**config.mk**
```make
export PLATFORM = sky130hd
export DESIGN_NAME = serialCrcGen
export DESIGN_NICKNAME = d
export VERILOG_FILES = /design/src/rtl/serialCrcPkg.sv /design/src/rtl/serialCrcCtrl.sv /design/src/rtl/serialCrcDatapath.sv /design/src/rtl/serialCrcGen.sv
export SDC_FILE = /design/constraint.sdc
export NUM_CORES = 1
export LEC_CHECK = 0
export BUFFER_PORTS_ARGS = -buffer_cell sky130_fd_sc_hd__buf_2
export CAP_MARGIN = 10
export CORE_ASPECT_RATIO = 1.4
export CORE_MARGIN = 8
export CORE_UTILIZATION = 52
export CTS_BUF_LIST = sky130_fd_sc_hd__clkbuf_8
export CTS_CLUSTER_DIAMETER = 100
export DETAILED_ROUTE_END_ITERATION = 10
export GPL_TIMING_DRIVEN = 1
export HOLD_SLACK_MARGIN = 0.12
export PLACE_DENSITY_LB_ADDON = 0.05
export SLEW_MARGIN = 20
export SYNTH_ARGS = -nofsm -noshare
export SYNTH_HDL_FRONTEND = slang
export SYNTH_SLANG_ARGS = --single-unit
```
**constraint.sdc**
```tcl
create_clock -name clk -period 1.1 [get_ports clk]
set_input_delay 0 -clock clk [delete_from_list [all_inputs] [get_ports clk]]
set_output_delay 0 -clock clk [all_outputs]
set_load 0.02 [all_outputs]
```
**src/rtl/serialCrcPkg.sv**
```systemverilog
package serialCrcPkg;
  localparam int CRC_W = 16;
  localparam logic [CRC_W-1:0] CRC_POLY = 16'h8005;

  typedef enum logic {
    ST_DATA  = 1'b0,
    ST_SHIFT = 1'b1
  } crcState_e;

  typedef struct packed {
    logic absorb;    // fold serIn into the register and echo it
    logic capture;   // latch the finished checksum to crcOut
    logic shiftOut;  // send one checksum bit
    logic finalBit;  // this checksum bit is bit 0
  } crcStrobe_t;
endpackage

```
**src/rtl/serialCrcCtrl.sv**
```systemverilog
module serialCrcCtrl
  import serialCrcPkg::*;
#(
  parameter int WIDTH = CRC_W
) (
  input  logic       clk,
  input  logic       rstN,
  input  logic       serValid,
  input  logic       lastFrame,
  output crcStrobe_t strb,
  output logic       done
);
  localparam int CNT_W = (WIDTH > 1) ? $clog2(WIDTH) : 1;
  localparam logic [CNT_W-1:0] CNT_LAST = CNT_W'(WIDTH - 1);

  crcState_e state;
  logic [CNT_W-1:0] bitCnt;

  always_comb begin
    strb.absorb   = (state == ST_DATA) && serValid;
    strb.capture  = (state == ST_DATA) && serValid && lastFrame;
    strb.shiftOut = (state == ST_SHIFT);
    strb.finalBit = (state == ST_SHIFT) && (bitCnt == CNT_LAST);
  end

  always_ff @(posedge clk or negedge rstN) begin
    if (!rstN) begin
      state  <= ST_DATA;
      bitCnt <= '0;
      done   <= 1'b0;
    end else begin
      done <= strb.finalBit;
      if (strb.capture) begin
        state  <= ST_SHIFT;
        bitCnt <= '0;
      end else if (strb.finalBit) begin
        state  <= ST_DATA;
        bitCnt <= '0;
      end else if (strb.shiftOut) begin
        bitCnt <= bitCnt + 1'b1;
      end
    end
  end
endmodule

```
**src/rtl/serialCrcDatapath.sv**
```systemverilog
module serialCrcDatapath
  import serialCrcPkg::*;
#(
  parameter int              WIDTH = CRC_W,
  parameter logic [WIDTH-1:0] POLY = CRC_POLY
) (
  input  logic             clk,
  input  logic             rstN,
  input  logic             serIn,
  input  crcStrobe_t       strb,
  output logic             serOut,
  output logic             outValid,
  output logic [WIDTH-1:0] crcOut
);
  logic [WIDTH-1:0] crcReg;
  logic [WIDTH-1:0] crcNext;
  logic             feedback;

  assign feedback = serIn ^ crcReg[WIDTH-1];

  // One LFSR stage per register bit; the polynomial picks where feedback lands.
  genvar gi;
  generate
    for (gi = 0; gi < WIDTH; gi++) begin : g_stage
      if (gi == 0) begin : g_head
        assign crcNext[gi] = POLY[gi] & feedback;
      end else begin : g_body
        assign crcNext[gi] = crcReg[gi-1] ^ (POLY[gi] & feedback);
      end
    end
  endgenerate

  always_ff @(posedge clk or negedge rstN) begin
    if (!rstN) begin
      crcReg   <= '0;
      crcOut   <= '0;
      serOut   <= 1'b0;
      outValid <= 1'b0;
    end else if (strb.shiftOut) begin
      // Shifting out with zero fill leaves the register clear after WIDTH bits.
      serOut   <= crcReg[WIDTH-1];
      outValid <= 1'b1;
      crcReg   <= {crcReg[WIDTH-2:0], 1'b0};
    end else if (strb.absorb) begin
      serOut   <= serIn;
      outValid <= 1'b1;
      crcReg   <= crcNext;
      if (strb.capture) crcOut <= crcNext;
    end else begin
      serOut   <= 1'b0;
      outValid <= 1'b0;
    end
  end
endmodule

```
**src/rtl/serialCrcGen.sv**
```systemverilog
module serialCrcGen
  import serialCrcPkg::*;
(
  input  logic              clk,
  input  logic              rstN,
  input  logic              serIn,
  input  logic              serValid,
  input  logic              lastFrame,
  output logic              serOut,
  output logic              outValid,
  output logic              done,
  output logic [CRC_W-1:0]  crcOut
);
  crcStrobe_t strb;

  serialCrcCtrl #(.WIDTH(CRC_W)) u_ctrl (
    .clk(clk), .rstN(rstN), .serValid(serValid), .lastFrame(lastFrame),
    .strb(strb), .done(done)
  );

  serialCrcDatapath #(.WIDTH(CRC_W), .POLY(CRC_POLY)) u_dp (
    .clk(clk), .rstN(rstN), .serIn(serIn), .strb(strb),
    .serOut(serOut), .outValid(outValid), .crcOut(crcOut)
  );
endmodule

```
# Word level (Yosys, flattened, before mapping)
# Cells that the tools add are included.
[op_classes]
n_addsub = 1
mul = 0
n_div = 0
n_lt_le_gt_ge = 0
n_eq_ne = 1
n_shift = 0
muxes = 11
n_bitwise = 4
reduce_logical = 7
[op_table]
columns = ["op", "n"]
rows = [
  ["16-bit two-way mux", 2],
  ["4-bit two-way mux", 3],
  ["1-bit two-way mux", 6],
  ["4-bit by 1-bit adder with 4-bit output (second input constant)", 1],
  ["4-bit equality test (second input constant)", 1],
  ["2-bit nonzero test", 2],
  ["1-bit logical AND", 3],
  ["3-bit AND reduction", 1],
  ["3-bit nonzero test", 1],
  ["1-bit XOR", 3],
  ["1-bit inverter", 1],
]
[totals]
regBits = 40
latch_bits = 0
mem_bits_rw = 0
mem_bits_ro = 0
out_inout_bits = 19
mem_count = 0

# Depth between registers and ports, before layout
[depth]
word_depth = 4
depth_mapped = 5
mapped_depth_nobuf = 4

# Hierarchy
# From an unflattened synthesis, not the netlist that was laid out.
[hier_totals]
hier_cells = 119
area_unflattened_um2 = 1701.6
[modules_own_cells]
columns = ["mod", "n_inst", "cells_each", "area_per_inst_um2"]
rows = [
  ["serialCrcDatapath", 1, 90, 1397.6],
  ["serialCrcCtrl", 1, 29, 304.0],
]

# Least setup slack after synthesis
# Ideal clock, no wire load.
[synth_timing]
path_type = "reg2reg"
start = "reg u_ctrl.state"
end = "reg u_dp.crcReg[12]"
setup_time_ns = 0.125
t_arrival_ns = 1.072
path_slack_ns = -0.097
stages_incl_launch_ff = 4
path_buffers = 1
period_less_slack_ns = 1.197
path_cell_list = "dfrtp_1 nor2_4 buf_4 mux2_2"
[synth_between]
elab_chain_cells = 3
elab_cells_between_ends = 4
[synth_rtl]
columns = ["element", "line_no", "source"]
rows = [
  ["from (decl)", "serialCrcCtrl.sv:16", "crcState_e state;"],
  ["from (signal assigned)", "serialCrcCtrl.sv:28", "state <= ST_DATA;"],
  ["from (signal assigned)", "serialCrcCtrl.sv:34", "state <= ST_SHIFT;"],
  ["from (signal assigned)", "serialCrcCtrl.sv:37", "state <= ST_DATA;"],
  ["1-bit inverter", "serialCrcCtrl.sv:20", "strb.absorb = (state == ST_DATA) && serValid;"],
  ["1-bit logical AND", "serialCrcCtrl.sv:20", ""],
  ["2-bit nonzero test (no source line)", "--", ""],
  ["to (signal assigned)", "serialCrcDatapath.sv:43", "crcReg <= {crcReg[WIDTH-2:0], 1'b0};"],
  ["to (signal assigned)", "serialCrcDatapath.sv:47", "crcReg <= crcNext;"],
  ["to (decl)", "serialCrcDatapath.sv:15", "logic [WIDTH-1:0] crcReg;"],
]
# Several ways; a longest one is shown, not always the timed one.
# A chain may end at the register's enable or synchronous reset.

# Worst setup path after layout
[layout_timing]
start = "reg u_dp.crcReg[14]"
end = "reg u_dp.crcReg[15]"
[layout_between]
elab_chain_cells = 3
[layout_rtl]
columns = ["element", "line_no", "source"]
rows = [
  ["1-bit XOR", "serialCrcDatapath.sv:28", "assign crcNext[gi] = crcReg[gi-1] ^ (POLY[gi] & feedback);"],
  ["16-bit two-way mux", "serialCrcDatapath.sv:44", "end else if (strb.absorb) begin"],
  ["16-bit two-way mux *", "serialCrcDatapath.sv:39", "end else if (strb.shiftOut) begin"],
]
# Mark *: on every way between the ends. The rest lies on a longest branch, timed or not. The select of a mux whose other input is x is not followed.

==> flow_summary.yaml <==
run_status:
  run_status: "complete, but fails checks"
  violations: "negative setup slack"
worst_hold_path:
  holdCritStartpoint: "lastFrame"
  hold-path-endpoint: "u_ctrl.state"
  hold_depth: 3
  hp-class: "in2reg"
final_layout:
  final_layout_size_suffix_gt1_share_pct: 54.9
  fillers: 222
  finalNonFillerCells: 201
  syn2layout_area_growth_pct: 34.9
  diodes: 0
  final_nets: 167
placement:
  gp_congestion: 0.742
  place_inst: 184
  dp_worst_setup_slack_ns: -0.147
  post-dp-hpwl_um: 1980
  portBuffers: 23
global_route:
  antenna_found_initial: 0
  grt_pass1_wl_um: 5510
  grt_max_degree: 41
  gr-total-overflow: 0
  grt.total_usage_pct: 13.8
  grt_pass1_vias: 1120
route:
  top_layer: "met4"
  wirelength_um: 3520
  wl_met2_um: 1790
  drc: 0
  antenna_left: 0
  via_count: 1085
  vias_per_cell: 5.40
  drt-met1-wl_um: 1400
  drt_pass1_iterations: 4
  drt_iter0_markers: 28
  wire_per_inst_um: 17.5
  wl_met3_um: 215
sta:
  hold_viol_final: 0
  rsz0062_at_grt: "true"
  fin_worst_skew_ns: 0.00500
  timing.final.crit_share_pct: 114
  fin_tns_setup_ns: -3.00
  layout_setup_ws_ns: -0.159
  slew_viol_final: 0
  relSlewSlack_pct: 81.7
  worstMarginPinSlew_ns: 0.275
  fmax_mhz: 795
  fin_crit_ns: 1.26
  setup_viol_count_final: 32
yosys:
  synthTopCellsByArea: "dfrtp_1 (61%), mux2_2 (19%), nand2_1 (2.3%)"
  ys.flop_type: "dfrtp_1"
  synth_adder_area_share_pct: 0.766
  synthArstFlopShare_pct: 100
  synth-simple-area-share_pct: 6.05
  synth_area_leader_cell: "dfrtp_1"
  synthCells: 114
  synth_top_family_by_area: "multiplexers"
  ys_types: 28
  synth_area_sq_um: 1630
  synthesis.nets: 120
  synth_xor_area_share_pct: 2.60
  synth_common_cells: "dfrtp_1 (40), mux2_2 (27), nand2_1 (10)"
  netlist.area_leader.share_pct: 61.3
  yosysSeqAreaShare_pct: 61.3
  synth_compound_area_share_pct: 7.50
  yosys_register_bits: 40
  synth.area.mux_share_pct: 18.6
  avgSynthCellArea_sq_um: 14.3
  synth_enable_flop_cells: 0
  yosys_warnings: 0
  yosysMostFrequentCell: "dfrtp_1"
power:
  switching_share_pct: 34.5
  internal_power_w: 0.00431
  power_frac_comb_pct: 42.8
  peakVddDrop_mv: 1.83
  finalPower_w: 0.00658
  clock_power_share_pct: 18.0
  pwr-share-seq_pct: 39.2
  p_sw_w: 0.00227
  powerDensity_nw_per_um2: 2980
  power.leakage_nw: 1.11
floorplanning:
  design.die.area_sq_um: 5220
  ios: 24
  start_util_pct: 53.3
  coreArea_sq_um: 3060
  fp.dieW_um: 63.4
  die_y_um: 82.3
  rows: 24
clocking:
  path_clk_slew_ns: 0.08
  cts_tree: "built"
  h-tree-depth: 2
  clk-insertion-delay-late_ns: 0.30
  clock_tree.root_cell: "clkbuf_8"
  cts_sinks: 40
  cts-buffers-inserted: 5
  ctsLongestPathBuffers: 2
setup_path:
  startpoint: "u_dp.crcReg[14]"
  worstPathArrival_ns: 1.45
  cp-end-kind: "flip-flop"
  cp_max_fo: 7
  cp-start-kind: "flip-flop"
  r2r_end: "u_dp.crcReg[15]"
  path_class: "reg2reg"
  ff2ff_path_depth: 3
  r2r_start: "u_dp.crcReg[14]"
  r2r_slack_ns: -0.16
  required_ns: 1.29
run:
  cap_violations: 0
==> registers in the layout, indices dropped and copies added (netlist names) <==
name and count:
u_dp.outValid 1, u_ctrl.bitCnt 4, u_dp.serOut 1, u_dp.crcOut 16
u_ctrl.state 1, u_dp.crcReg 16, u_ctrl.done 1
==> layout make-up <==
type | instances | area, sq um | area share (%)
Sequential cell | 40 | 1000 | 45.4
Multi-Input combinational cell | 70 | 721 | 32.7
Timing Repair Buffer | 42 | 317 | 14.4
Clock buffer | 5 | 68.8 | 3.12
Tap cell | 39 | 48.8 | 2.21
Clock inverter | 3 | 38.8 | 1.76
Inverter | 2 | 10.0 | 0.454
==> power by group through the flow <==
stage	clock network [W]	logic [W]	registers, W
4_1_cts	0.00120	0.00262	0.00257
3_3_place_gp	0	0.00228	0.00254
2_1_floorplan	0	0.00116	0.00289
3_5_place_dp	0	0.00234	0.00258
5_1_grt	0.00125	0.00305	0.00266
6_report	0.00118	0.00281	0.00258
==> cell families after synthesis <==
group,after synthesis
flip-flops,40
multiplexers,27
AO/OA/AOI/OAI,18
AND/OR/NAND/NOR,17
buffers and inverters,7
XOR/XNOR,4
adder cells (fa/ha/maj),1
==> worst max path at each step <==
| stage | endpoint | depth (start not counted) |
|---|---|---|
| after floorplan | u_dp.crcOut[10] | 3 |
| after global placement | u_dp.crcReg[5] | 4 |
| after detailed placement | u_dp.crcReg[6] | 4 |
| after CTS | u_dp.crcReg[5] | 4 |
| after global routing | u_dp.crcReg[4] | 4 |
| final | u_dp.crcReg[15] | 3 |
==> metrics by stage <==
stage               hold slack (ns)  util, %  instance area (sq um)
finish                        0.142     72.0                   2200
global route                  0.166     72.0                   2200
CTS                           0.149     69.3                   2120
detailed placement          -0.0138     61.8                   1890
global placement            -0.0167     61.8                   1890
floorplan                    -0.296        -                   1660
==> layout by cell type (no fill, tap or decap), types with 2 or more instances in the layout <==
master	n
mux2_2	14
xnor2_1	2
buf_12	2
o21ai_1	3
buf_4	11
mux2_4	13
buf_2	23
inv_1	2
clkbuf_8	5
dfrtp_1	40
dlygate4sd3_1	2
buf_6	3
nand2_1	9
o211ai_1	2
o21ai_0	3
nand3b_4	4
==> timing repair <==
action                                 CTS  global route
resized for setup                       17            11
gates cloned                             2             2
endpoints found under the hold margin   41             0
pin swaps                                3             7
buffers inserted                         2             2
hold buffers                             2             0
setup endpoints to repair               34            36
==> critical path, cell delays in order, from the launching register on <==
cell and delay [ns]:
dfrtp_1 0.49, a21boi_0 0.16, o22a_1 0.24, o221a_2 0.26
==> per-layer routing <==
| metal | vias to the layer above | track usage (%) |
|---|---|---|
| li1 | 506 | - |
| met3 | 10 | 5.67 |
| met1 | 535 | 15.0 |
| met2 | 34 | 22.5 |
| met5 | - | 0 |
| met4 | 0 | 8.28 |
Power figures use the tool's default switching activity.
